### src/rtl/por_pkg.sv
package por_pkg;
    typedef enum logic [1:0] {
        ST_OFF   = 2'd0,
        ST_COUNT = 2'd1,
        ST_RUN   = 2'd2
    } por_state_e;
endpackage

### src/rtl/por_sync.sv
module por_sync #(
    parameter int STAGES = 2
) (
    input  logic clk,
    input  logic clr_n,
    input  logic d,
    output logic q
);
    logic [STAGES-1:0] chain;

    always_ff @(posedge clk or negedge clr_n) begin
        if (!clr_n) chain <= '0;
        else        chain <= {chain[STAGES-2:0], d};
    end

    assign q = chain[STAGES-1];
endmodule

### src/rtl/por_edge.sv
module por_edge (
    input  logic clk,
    input  logic clr_n,
    input  logic lvl,
    output logic rise
);
    logic lvl_d;

    always_ff @(posedge clk or negedge clr_n) begin
        if (!clr_n) lvl_d <= 1'b0;
        else        lvl_d <= lvl;
    end

    assign rise = lvl & ~lvl_d;
endmodule

### src/rtl/por_fsm.sv
module por_fsm
    import por_pkg::*;
#(
    parameter int DELAY_CYC = 5000,
    localparam int CW = $clog2(DELAY_CYC + 1)
) (
    input  logic clk,
    input  logic clr_n,
    input  logic pg_ok,
    input  logic trig,
    output logic rst_active
);
    localparam logic [CW-1:0] LAST = CW'(DELAY_CYC - 1);

    por_state_e    state, state_nx;
    logic [CW-1:0] cnt, cnt_nx;

    always_comb begin
        state_nx = state;
        cnt_nx   = cnt;
        unique case (state)
            ST_OFF: begin
                if (pg_ok) begin
                    state_nx = ST_COUNT;
                    cnt_nx   = '0;
                end
            end
            ST_COUNT: begin
                if (!pg_ok) begin
                    state_nx = ST_OFF;
                end else if (trig) begin
                    cnt_nx = '0;
                end else if (cnt == LAST) begin
                    state_nx = ST_RUN;
                end else begin
                    cnt_nx = cnt + 1'b1;
                end
            end
            ST_RUN: begin
                if (!pg_ok) begin
                    state_nx = ST_OFF;
                end else if (trig) begin
                    state_nx = ST_COUNT;
                    cnt_nx   = '0;
                end
            end
            default: state_nx = ST_OFF;
        endcase
    end

    always_ff @(posedge clk or negedge clr_n) begin
        if (!clr_n) begin
            state <= ST_OFF;
            cnt   <= '0;
        end else begin
            state <= state_nx;
            cnt   <= cnt_nx;
        end
    end

    always_comb begin
        rst_active = (state != ST_RUN);
    end

    p_count_bound_r2: assert property (@(posedge clk) disable iff (!clr_n)
        state == ST_COUNT |-> cnt <= LAST)
        else $error("count exceeded delay");

    p_release_r2: assert property (@(posedge clk) disable iff (!clr_n)
        (state == ST_COUNT && cnt == LAST && !trig && pg_ok) |=> state == ST_RUN)
        else $error("no release at end of delay");

    p_restart_r6: assert property (@(posedge clk) disable iff (!clr_n)
        (trig && pg_ok && state != ST_OFF) |=> (state == ST_COUNT && cnt == '0))
        else $error("event did not restart count");

    p_run_holds_r8: assert property (@(posedge clk) disable iff (!clr_n)
        (state == ST_RUN && !trig && pg_ok) |=> state == ST_RUN)
        else $error("left run state without cause");
endmodule

### src/rtl/por_oneshot.sv
module por_oneshot #(
    parameter int DELAY_CYC = 5000,
    parameter int SYNC_STAGES = 2
) (
    input  logic rc_clk,
    input  logic pwr_good,
    input  logic stop_wake,
    input  logic wdt_expire,
    input  logic stop_delay_en,
    output logic rst_active
);
    logic pg_s, wake_s, wdt_s, en_s;
    logic wake_rise, wdt_rise, trig;

    por_sync #(.STAGES(SYNC_STAGES)) u_pg   (.clk(rc_clk), .clr_n(pwr_good), .d(1'b1),          .q(pg_s));
    por_sync #(.STAGES(SYNC_STAGES)) u_wake (.clk(rc_clk), .clr_n(pwr_good), .d(stop_wake),     .q(wake_s));
    por_sync #(.STAGES(SYNC_STAGES)) u_wdt  (.clk(rc_clk), .clr_n(pwr_good), .d(wdt_expire),    .q(wdt_s));
    por_sync #(.STAGES(SYNC_STAGES)) u_en   (.clk(rc_clk), .clr_n(pwr_good), .d(stop_delay_en), .q(en_s));

    por_edge u_wake_e (.clk(rc_clk), .clr_n(pwr_good), .lvl(wake_s), .rise(wake_rise));
    por_edge u_wdt_e  (.clk(rc_clk), .clr_n(pwr_good), .lvl(wdt_s),  .rise(wdt_rise));

    assign trig = wdt_rise | (wake_rise & en_s);

    por_fsm #(.DELAY_CYC(DELAY_CYC)) u_fsm (
        .clk        (rc_clk),
        .clr_n      (pwr_good),
        .pg_ok      (pg_s),
        .trig       (trig),
        .rst_active (rst_active)
    );

    always_ff @(posedge rc_clk) begin
        if (pwr_good === 1'b0)
            p_off_holds_r1: assert (rst_active) else $error("reset low without power");
    end

    p_bypass_r5: assert property (@(posedge rc_clk) disable iff (!pwr_good)
        (pg_s && !rst_active && wake_rise && !en_s && !wdt_rise) |=> !rst_active)
        else $error("bypassed recovery asserted reset");

    p_level_r7: assert property (@(posedge rc_clk) disable iff (!pwr_good)
        (wdt_s && $past(wdt_s)) |-> !wdt_rise)
        else $error("held level retriggered");
endmodule

### config.mk
export PLATFORM = sky130hd
export DESIGN_NAME = por_oneshot
export DESIGN_NICKNAME = d
export VERILOG_FILES = /design/src/rtl/por_pkg.sv /design/src/rtl/por_sync.sv /design/src/rtl/por_edge.sv /design/src/rtl/por_fsm.sv /design/src/rtl/por_oneshot.sv
export SDC_FILE = /design/constraint.sdc
export NUM_CORES = 1
export LEC_CHECK = 0
export BUFFER_PORTS_ARGS = -buffer_cell sky130_fd_sc_hd__buf_2
export CAP_MARGIN = 40
export CORE_ASPECT_RATIO = 0.5
export CORE_MARGIN = 5
export CORE_UTILIZATION = 40
export DETAILED_ROUTE_END_ITERATION = 10
export RECOVER_POWER = 100
export SLEW_MARGIN = 20
export SYNTH_ARGS = -nofsm -noshare
export SYNTH_HDL_FRONTEND = slang
export SYNTH_SLANG_ARGS = --single-unit
### constraint.sdc
create_clock -name rc_clk -period 3.2 [get_ports rc_clk]
set_input_delay 0.32 -clock rc_clk [delete_from_list [all_inputs] [get_ports rc_clk]]
set_output_delay 0.32 -clock rc_clk [all_outputs]
set_load 0.05 [all_outputs]
==> summary.txt, run 1 <==
Logic synthesis
  • Syn Std Cell Area: ~1200 µm²
  • Synth cell types: 39
  • Register bit count reported by yosys: 25
  • Largest area contributor in the netlist: dfrtp_1
  • Seq/Total Area, Yosys: a little over half
  • Avg Cell Area, Syn: ~11 µm²
  • Top cell type's share of synthesized area: 52.97%
  • Synthesized Nets: about 120
  • Ranking of synthesized cells by area: dfrtp_1 (53%), o22a_1 (3.7%), o21ai_0 (3.0%)
  • Synthesis Warnings: 0
  • Post-synthesis instance total: approximately 110

GRT
  • Total track usage: around an eighth
  • Grt ovf: 0
  • Vias in the first global route: between 800 and 900
  • Largest net degree at the start of global routing: 26
  • Initial antenna violation count: 0
  • First-pass GRT wire length: between 4000 and 5000 µm

Power and ir drop
  • Seq pwr share: between 50% and 60%
  • P_leak: 0.5176 nW
  • Sw frac: 24.31%
  • Int Pwr: 0.4308 mW
  • Clk pwr share: 33.5%
  • Combinational share of power: roughly 6.6%
  • Maximum vdd drop: between 0.3 and 0.4 mV
  • Psw: approximately 0.14 mW
  • Overall Power: 0.5692 mW
  • Power Density: 446.4 nW/µm²

Clocking
  • Worst skew pair latency: 0.27 ns
  • Post-CTS setup buffer count: 0
  • CTS buffer count: 3
  • CTS Sinks: 25
  • CTS clk-pin slew, worst paths: about 0.09 ns
  • Hold_buf cts: 0
  • Clock root cell: clkbuf_8
  • Post-CTS sizing: 0
  • H-Tree Depth: 1
  • CTS tree: yes
  • CTS Buffer Depth: 2

Detailed routing
  • Detail Route Antenna Nets: 0
  • Vias/cell: ~5.9
  • First-pass DRT Iterations: 6
  • Iter 0 DRT Violations: 49
  • Vias: around 900
  • Drc violations: 0
  • Routed len/inst: around 16 µm
  • Detailed Route WL: ~2400 µm

Place
  • Placed cell area: 1236 µm²
  • Port Buffer Count: 5
  • DP HPWL: between 1500 and 2000 µm
  • Placed cells: 150
  • Placer Congestion: 0.7717

Critical path
  • Crit path capture type: flop
  • Type of the worst setup path: reg -> reg
  • Crit path max fanout: 13
  • CP required: ~3.4 ns
  • Startpoint Class: flop
  • Critical path arrival: 2.77 ns

STA
  • Final Skew: roughly 0.0024 ns
  • # setup viols final: 0
  • RSZ-0062 raised after global routing: false
  • Min Hold Slack: around 0.15 ns
  • Setup tns final: 0 ns
  • F_max: 383.0 MHz
  • Worst slew margin: around a tenth
  • Final min period: between 2 and 3 ns
  • Final hold vios: 0
  • Pins over their slew limit: 0
  • Worst-margin pin slew: between 1 and 1.5 ns
  • Final period util: 81.59%

Die
  • Die X-Extent: just under 90 µm
  • Chip height: between 40 and 50 µm
  • Initial Util: 43.74%
  • Area of the die: approximately 4200 µm²
  • Std-Cell Rows: 13
  • Core ar.: 2700 µm²
  • Ports: 6

Run
  • Max Cap Violations: 0

Finish
  • Layout overhead on the synthesized area: 7.945%
  • ANT cells: 0
  • Final instance area: 1275 µm²
  • Post-route insts no fill: between 150 and 200
  • Fin nets: about 120
  • Share of cells above drive strength 1: a little under 8%

Hold path
  • Min-Delay Path Class: in -> reg

Status
  • Status: complete, no violations
sequential cells by signal, summed over array words and instances (netlist names):
name	cells
u_fsm.cnt	13
u_wake.chain	2
u_en.chain	2
u_pg.chain	2
u_wdt.chain	2
u_wdt_e.lvl_d	1
u_fsm.state	2
u_wake_e.lvl_d	1
routing by layer:
layer / vias to the layer above / GRT usage [%] / routed length, µm
met1: 448 / 17.78 / 1180
li1: 425 / - / -
met4: 0 / 5.181 / 47
met3: 6 / 4.553 / 135
met5: - / 0 / 0
met2: 24 / 18.26 / 1026
power groups by stage:
stage | Sequential, mW | Clock [mW] | Combinational, mW
after floorplan | 0.343 | 0 | 0.0254
after global placement | 0.346 | 0 | 0.0372
after detailed placement | 0.347 | 0 | 0.0381
after CTS | 0.341 | 0.199 | 0.0382
after global routing | 0.343 | 0.213 | 0.0423
final | 0.341 | 0.191 | 0.0375
cell families after synthesis:
kind of cell / count (synthesis) / synth area share (%)
compound gates: 28 / 17.37
flops: 25 / 52.97
buf+inv: 9 / 3.600
simple gates: 46 / 23.83
mux: 1 / 0.8475
fa+ha+maj: 1 / 1.059
other cells: 1 / 0.3175
per-stage QoR:
| stage | util (%) | worst slack, ns |
|---|---|---|
| after floorplan | - | 1.345 |
| after global placement | 45.78 | 1.007 |
| after detailed placement | 45.78 | 0.9808 |
| after CTS | 47.59 | 0.9630 |
| after global routing | 47.22 | 0.4486 |
| final | 47.22 | 0.5891 |
critical path, stage by stage, from the launching register on:
cell and delay (ns):
dfrtp_1 0.43, or4b_1 0.58, nor4_4 0.26, clkbuf_1 0.50, a31o_1 0.45, inv_2 0.13
mux2i_1 0.15
placed cells by master (no fill, tap or decap), types with 2 or more instances in the layout:
cell       count
nand2_1        9
clkbuf_8       3
nor3_1         4
a31oi_1        2
o22a_1         5
a2bb2oi_1      3
o21ai_0        7
nor3b_1        3
nand3_1        4
buf_2          3
or3_1          3
nor4_1         3
dfrtp_1       25
nand2b_1       2
nor2_1         3
nor2b_1        2
nand4_1        3
a21boi_0       4
inv_1          4
and3_1         4
clkbuf_1       3
Yosys cell counts:
library cell,n
o32ai_1,1
nand2b_1,2
buf_6,1
nor2_1,3
nand2_1,9
and3_1,4
buf_2,1
and3b_1,1
nand4_1,3
nand3b_1,1
inv_2,1
buf_1,1
a21oi_1,1
clkbuf_1,1
a31oi_1,2
and4_1,1
mux2i_1,1
o21ai_0,7
nor4_1,3
a211o_1,1
o31ai_1,1
or4b_4,1
a2bb2oi_1,3
nor3b_1,3
nor3_1,4
or3_1,3
a21boi_0,4
or4_1,1
a21o_1,1
o41a_1,1
conb_1,1
nor4_4,1
o22a_1,5
a31o_1,1
dfrtp_1,25
inv_1,4
nor2b_1,2
ha_1,1
nand3_1,4
worst paths after layout:
kind,depth (start not counted),endpoint,start,slack [ns]
setup / recovery,6,u_fsm.cnt[1],u_fsm.cnt[5],0.59
hold / removal,1,u_en.chain[0],stop_delay_en,0.15
hold reg to reg,0,u_pg.chain[1],u_pg.chain[0],0.36
max in group asynchronous,1,u_fsm.cnt[1],pwr_good,2.09
min in group asynchronous,1,u_pg.chain[0],pwr_good,0.33
setup reg to reg,6,u_fsm.cnt[1],u_fsm.cnt[5],0.59
layout make-up:
type	instances	area, µm²
Clock buffer	3	41.29
Clock inverter	1	7.507
Fill cell	261	1425
Inverter	5	18.77
Multi-Input combinational cell	77	509.2
Sequential cell	25	625.6
Tap cell	37	46.29
Timing Repair Buffer	6	26.28
(Power assumes the default switching activity.)
==> inputs of run 2 (changes only) <==
ABC_AREA = 1   (was default)
clock period = 2.71 ns   (was 3.2 ns; I/O delays follow)
==> summary.txt, run 2 <==
Hold path
  • Worst hold start: stop_wake
  • Hold EP: u_wake.chain[0]
  • Min-Delay Path Class: in -> reg
  • Cells on Worst Hold Path: 1 (unchanged)

Detailed routing
  • Met2 Wirelength: 1177 µm (+15%)
  • Detailed Route WL: 2773 µm (+16%)
  • Vias: 1102 (+22%)
  • Iter 0 DRT Violations: 77 (+57%)
  • Wire length on met3: 166 µm (+23%)
  • Detail Route Antenna Nets: 0 (unchanged)
  • Vias/cell: 4.750 (-19%)
  • First-pass DRT Iterations: 5 (-1)
  • Max Used Layer: met4
  • Routed len/inst: 11.95 µm (-23%)
  • WL met1: 1411 µm (+20%)
  • Drc violations: 0 (unchanged)

Clocking
  • Post-CTS sizing: 0 (unchanged)
  • Worst skew pair latency: 0.28 ns (about the same)
  • CTS clk-pin slew, worst paths: 0.09 ns (about the same)
  • CTS Buffer Depth: 2 (unchanged)
  • CTS tree: yes
  • Clock root cell: clkbuf_8
  • H-Tree Depth: 1 (unchanged)
  • CTS Sinks: 25 (unchanged)
  • CTS buffer count: 3 (unchanged)

Die
  • Die X-Extent: 92.20 µm (+6.2%)
  • Std-Cell Rows: 14 (+1)
  • Chip height: 51.10 µm (+5.5%)
  • Initial Util: 43.34% (-0.41 points)
  • Area of the die: 4711 µm² (+12%)
  • Ports: 6 (unchanged)
  • Core ar.: 3118 µm² (+15%)

STA
  • Setup tns final: 0 ns (unchanged)
  • Worst slew margin: 10.91% (+0.52 points)
  • Min Hold Slack: 0.08871 ns (-0.05685 ns)
  • Final min period: 2.006 ns (-0.6047 ns)
  • Final Skew: 0.005155 ns (+0.002725 ns)
  • Final hold vios: 0 (unchanged)
  • Final period util: 74.03% (-7.6 points)
  • # setup viols final: 0 (unchanged)
  • F_max: 498.5 MHz (+30%)
  • Pins over their slew limit: 0 (unchanged)
  • Worst-margin pin slew: 1.336 ns (-0.007812 ns)
  • RSZ-0062 raised after global routing: false

Finish
  • ANT cells: 0 (unchanged)
  • Fillcell total: 318 (+22%)
  • Fin util: 46.63% (-0.59 points)
  • Share of cells above drive strength 1: 9.375% (+1.7 points)
  • Max FFs per register: 13 (unchanged)
  • Most frequent cells in the layout: nand2_1 (64), nor2_1 (28), dfrtp_1 (25)
  • Layout overhead on the synthesized area: 7.592%
  • Fin nets: 199 (+60%)
  • Top reg by flops: u_fsm.cnt
  • Most common cell after layout, fill and taps aside: nand2_1
  • Final instance area: 1454 µm² (+14%)

Critical path
  • Crit path capture type: flop
  • R2r worst-path depth: 9 (+3)
  • CP required: 2.93 ns (-0.43 ns)
  • Slowest stage delay, CP: 0.46 ns (-0.12 ns)
  • Crit path max fanout: 13 (unchanged)
  • Slowest stage cell on the critical path: dfrtp_1
  • Startpoint Class: flop
  • Reg-to-reg startpoint: u_fsm.cnt[0]
  • Type of the worst setup path: reg -> reg
  • Setup slack, reg-to-reg: 0.70 ns (+0.11 ns)
  • Crit-path cells: ha_1 -> nand2_1 -> clkinv_1 -> nand2_2 -> nor2_1 -> nand4_4 -> nand2_1 -> nand2_1 -> nand2_1
  • Most frequent CP cell: nand2_1
  • Critical path arrival: 2.23 ns (-0.54 ns)
  • Reg-to-reg critical path endpoint: u_fsm.cnt[12]

Logic synthesis
  • Synth async-reset ratio: 100.0% (unchanged)
  • Syn Std Cell Area: 1351 µm² (+14%)
  • Synthesis Warnings: 0 (unchanged)
  • Synth cell types: 25 (-36%)
  • Post-synthesis instance total: 183 (+65%)
  • Largest area contributor in the netlist: dfrtp_1
  • Seq/Total Area, Yosys: 46.30% (-6.7 points)
  • Number of synthesized flops with an enable pin: 0 (unchanged)
  • Synth cell count leaders: nand2_1 (62), nor2_1 (27), dfrtp_1 (25)
  • Register bit count reported by yosys: 25 (unchanged)
  • Top cell type's share of synthesized area: 46.30% (-6.7 points)
  • Synthesized Nets: 189 (+62%)
  • Avg Cell Area, Syn: 7.384 µm² (-31%)
  • Ranking of synthesized cells by area: dfrtp_1 (46%), nand2_1 (17%), nor2_1 (7.5%)
  • Count leader, synth: nand2_1
  • Top FF cell, synth: dfrtp_1

GRT
  • Total track usage: 12.90% (about the same)
  • Largest net degree at the start of global routing: 26 (unchanged)
  • Initial antenna violation count: 0 (unchanged)
  • First-pass GRT wire length: 4726 µm (+12%)
  • Grt ovf: 0 (unchanged)
  • Vias in the first global route: 992 (+14%)

Place
  • DP HPWL: 2010 µm (+19%)
  • Placed cell area: 1415 µm² (+14%)
  • Port Buffer Count: 5 (unchanged)
  • Placer Congestion: 0.9058 (+17%)

Power and ir drop
  • Power Density: 475.9 nW/µm² (+6.6%)
  • Maximum vdd drop: 0.2058 mV (-38%)
  • Overall Power: 0.6920 mW (+22%)
  • P_leak: 0.6952 nW (+34%)

Run
  • Max Cap Violations: 0 (unchanged)

Status
  • Status: complete, no violations
-- run 2: cell types whose count changed after synthesis, sizes merged, moves of 5 or more --
| cell | delta |
|---|---|
| inv | +19 |
| nand3 | +12 |
| o22a | -5 |
| nand2 | +56 |
| nor2 | +29 |
-- run 2: area by class of cell --
class	instances	area [µm²]	share of cell area, %
flip-flops and latches	25	625.6	43.03
clock buffers	3	41.29	2.840
repair buffers	6	32.53	2.238
well taps	40	50.05	3.442
multi-input cells	132	603.1	41.48
inverters	25	93.84	6.454
clock inverters	1	7.507	0.5164
-- run 2: how the worst max path moves through the flow --
stage	start	to	slack (ns)	cells past startpoint
6_report	u_fsm.cnt[0]	u_fsm.cnt[12]	0.70	9
5_1_grt	u_fsm.cnt[0]	u_fsm.cnt[11]	0.45	9
4_1_cts	u_fsm.cnt[0]	u_fsm.cnt[5]	1.03	10
3_5_place_dp	u_fsm.cnt[0]	u_fsm.cnt[11]	1.05	10
3_3_place_gp	u_fsm.cnt[0]	u_fsm.cnt[5]	1.08	10
2_1_floorplan	u_fsm.state[1]	u_fsm.cnt[11]	1.13	7
-- run 2: worst max-delay path, delay by kind of cell, from the launching register on --
kind | cells | cell delay, ns
and+or+nand+nor | 7 | 1.16
DFF | 1 | 0.46
adders and majority gates | 1 | 0.24
buffers and inverters | 1 | 0.07
-- run 2: cells by family (layout without fill, tap and decap cells) --
family | Yosys count | in the layout | synth area share (%)
compound gates | 8 | 8 | 3.148
xor+xnor | 3 | 3 | 1.945
fa+ha+maj | 1 | 1 | 0.9258
buf+inv | 26 | 35 | 7.778
flops | 25 | 25 | 46.30
other cells | 1 | 1 | 0.2775
simple gates | 119 | 119 | 39.63
-- run 2: repair_timing --
action	in CTS	in global routing
buffers inserted	0	0
hold endpoints to repair	15	0
hold buffers	1	0
-- run 2: stage by stage --
step                      worst slack, ns  std cells
after floorplan                     1.128        183
after global placement              1.084        227
after detailed placement            1.047        227
after CTS                           1.029        232
after global routing               0.4505        232
final                              0.7038        232
-- run 2: report_power, final --
| part | total [mW] | switching, mW | leakage, nW | internal [mW] |
|---|---|---|---|---|
| Clock | 0.230 | 0.125 | 0.0217 | 0.105 |
| Combinational | 0.0643 | 0.0470 | 0.350 | 0.0173 |
| Sequential | 0.398 | 0.0113 | 0.323 | 0.387 |
-- run 2: per-layer routing --
metal	global-route usage (%)	vias up
li1	-	577
met1	18.23	501
met2	19.81	21
met3	4.106	3
met4	2.217	0
met5	0	-
==> inputs of run 3 (changes only) <==
ABC_AREA = 0   (was 1)
clock period = 2 ns   (was 2.71 ns; I/O delays follow)
==> summary.txt, run 3 (synthesis gave the netlist of run 1 again) <==
Status
  • Status: complete, no violations

Critical path
  • Slowest stage cell on the critical path: dfrtp_1
  • Crit-path cells: or3_1 -> nor4_4 -> a31o_1 -> buf_4 -> o22a_1
  • Critical path arrival: 2.08 ns (-0.15 ns)
  • Setup slack, reg-to-reg: 0.14 ns (-0.57 ns)
  • R2r worst-path depth: 5 (-4)
  • Reg-to-reg critical path endpoint: u_fsm.cnt[6]
  • Worst Setup SP: u_fsm.cnt[4]
  • Type of the worst setup path: reg -> reg
  • Crit path capture type: flop
  • Crit path max fanout: 8 (-5)
  • Crit-path leading delay family: simple AND/OR/NAND/NOR gates
  • Startpoint Class: flop
  • Slowest stage delay, CP: 0.47 ns (about the same)
  • CP required: 2.21 ns (-0.72 ns)
  • Worst Path Buf+Inv: 1 (unchanged)
  • Reg-to-reg startpoint: u_fsm.cnt[4]

GRT
  • Grt ovf: 0 (unchanged)
  • Vias in the first global route: 898 (-9.5%)
  • Initial antenna violation count: 0 (unchanged)
  • First-pass GRT wire length: 4340 µm (-8.2%)
  • Largest net degree at the start of global routing: 26 (unchanged)
  • Total track usage: 12.96% (+0.065 points)

Power and ir drop
  • Maximum vdd drop: 0.4490 mV (+120%)
  • P_leak: 0.5674 nW (-18%)
  • Power Density: 681.9 nW/µm² (+43%)

Clocking
  • Clock root cell: clkbuf_8
  • Worst skew pair latency: 0.27 ns (about the same)
  • CTS tree: yes
  • CTS Buffer Depth: 2 (unchanged)
  • H-Tree Depth: 1 (unchanged)
  • CTS clk-pin slew, worst paths: 0.09 ns (about the same)
  • CTS Sinks: 25 (unchanged)
  • CTS buffer count: 3 (unchanged)

Finish
  • Fin nets: 133 (-33%)
  • Share of cells above drive strength 1: 14.29% (+4.9 points)
  • Fin util: 50.09% (+3.5 points)
  • Area of the multi-input gates: 513.0 µm² (-15%)
  • Layout overhead on the synthesized area: 14.51%
  • Fillcell total: 263 (-17%)
  • Max FFs per register: 13 (unchanged)
  • ANT cells: 0 (unchanged)
  • Most frequent cells in the layout: dfrtp_1 (25), nand2_1 (9), o21ai_0 (7), buf_4 (7), o22a_1 (5)
  • Reg area: 625.6 µm² (unchanged)
  • Most common cell after layout, fill and taps aside: dfrtp_1
  • Top reg by flops: u_fsm.cnt

Detailed routing
  • Wire length on met3: 59 µm (-64%)
  • Detailed Route WL: 2453 µm (-12%)
  • Drc violations: 0 (unchanged)
  • First-pass DRT Iterations: 4 (-1)
  • Max Used Layer: met4
  • Iter 0 DRT Violations: 55 (-29%)
  • Detail Route Antenna Nets: 0 (unchanged)
  • WL met1: 1273 µm (-9.8%)
  • Routed len/inst: 15.05 µm (+26%)
  • Met2 Wirelength: 1101 µm (-6.5%)
  • Vias: 905 (-18%)
  • Vias/cell: 5.552 (+17%)

STA
  • Worst-margin pin slew: 1.383 ns (+0.04708 ns)
  • Final min period: 1.865 ns (-0.1417 ns)
  • RSZ-0062 raised after global routing: false
  • Final hold vios: 0 (unchanged)
  • # setup viols final: 0 (unchanged)
  • Setup tns final: 0 ns (unchanged)
  • Final Skew: 0.003693 ns (-0.001462 ns)
  • Worst slew margin: 7.769% (-3.1 points)
  • Pins over their slew limit: 0 (unchanged)
  • F_max: 536.3 MHz (+7.6%)
  • Final period util: 93.23% (+19 points)

Die
  • Area of the die: 4206 µm² (-11%)
  • Std-Cell Rows: 13 (-1)
  • Chip height: 48.43 µm (-5.2%)
  • Core ar.: 2700 µm² (-13%)
  • Initial Util: 43.74% (+0.41 points)
  • Ports: 6 (unchanged)
  • Die X-Extent: 86.85 µm (-5.8%)

Place
  • DP HPWL: 1713 µm (-15%)
  • Port Buffer Count: 5 (unchanged)
  • Placer Congestion: 0.7813 (-14%)

Hold path
  • Worst hold start: stop_wake
  • Hold EP: u_wake.chain[0]
  • Min-Delay Path Class: in -> reg
  • Cells on Worst Hold Path: 1 (unchanged)

Run
  • Max Cap Violations: 0 (unchanged)
[run 3: repair_timing]
item / CTS / global route
setup buffers: 0 / 0
endpoints found under the setup margin: 0 / 1
hold buffers: 1 / 0
hold endpoints to repair: 25 / 0
resized for setup: 0 / 1
[run 3: how the worst max path moves through the flow]
stage | to | cells past startpoint
final | u_fsm.cnt[6] | 5
after global routing | u_fsm.cnt[6] | 5
after CTS | u_fsm.cnt[4] | 5
after detailed placement | u_fsm.cnt[4] | 5
after global placement | u_fsm.cnt[4] | 5
after floorplan | u_fsm.cnt[6] | 5
[run 3: routing by layer]
| layer | vias up | global-route usage, % |
|---|---|---|
| met5 | - | 0 |
| met4 | 0 | 3.109 |
| met3 | 2 | 4.047 |
| met2 | 7 | 20.15 |
| met1 | 454 | 17.54 |
| li1 | 442 | - |
[run 3: layout make-up]
| class | instances | area share (%) |
|---|---|---|
| clock inverters | 1 | 0.5550 |
| inverters | 5 | 1.388 |
| multi-input cells | 77 | 37.93 |
| flip-flops and latches | 25 | 46.25 |
| well taps | 37 | 3.423 |
| clock buffers | 3 | 3.053 |
| repair buffers | 15 | 7.401 |
[run 3: worst reg2reg max path, cell delays in order (launching register included)]
cell     delay (ns)
dfrtp_1        0.47
or3_1          0.42
nor4_4         0.35
a31o_1         0.25
buf_4          0.18
o22a_1         0.14
[run 3: stage by stage]
step	hold WS [ns]	power (mW)	cells	setup slack (ns)	instance area, µm²
6_report	0.02644	0.9224	163	0.1355	1353
5_1_grt	0.01215	0.9675	163	0.04762	1353
4_1_cts	0.01924	0.9378	163	0.07527	1355
3_5_place_dp	0.2325	0.6197	158	0.08579	1296
3_3_place_gp	0.2185	0.6182	158	0.1575	1296
2_1_floorplan	-0.09559	0.5897	111	0.1448	1181
[run 3: power breakdown]
| part | switching, mW | internal, mW | total, mW |
|---|---|---|---|
| sequential | 0.0167 | 0.526 | 0.543 |
| clock | 0.171 | 0.141 | 0.312 |
| combinational | 0.0405 | 0.0267 | 0.0673 |
| total | 0.228 | 0.694 | 0.922 |
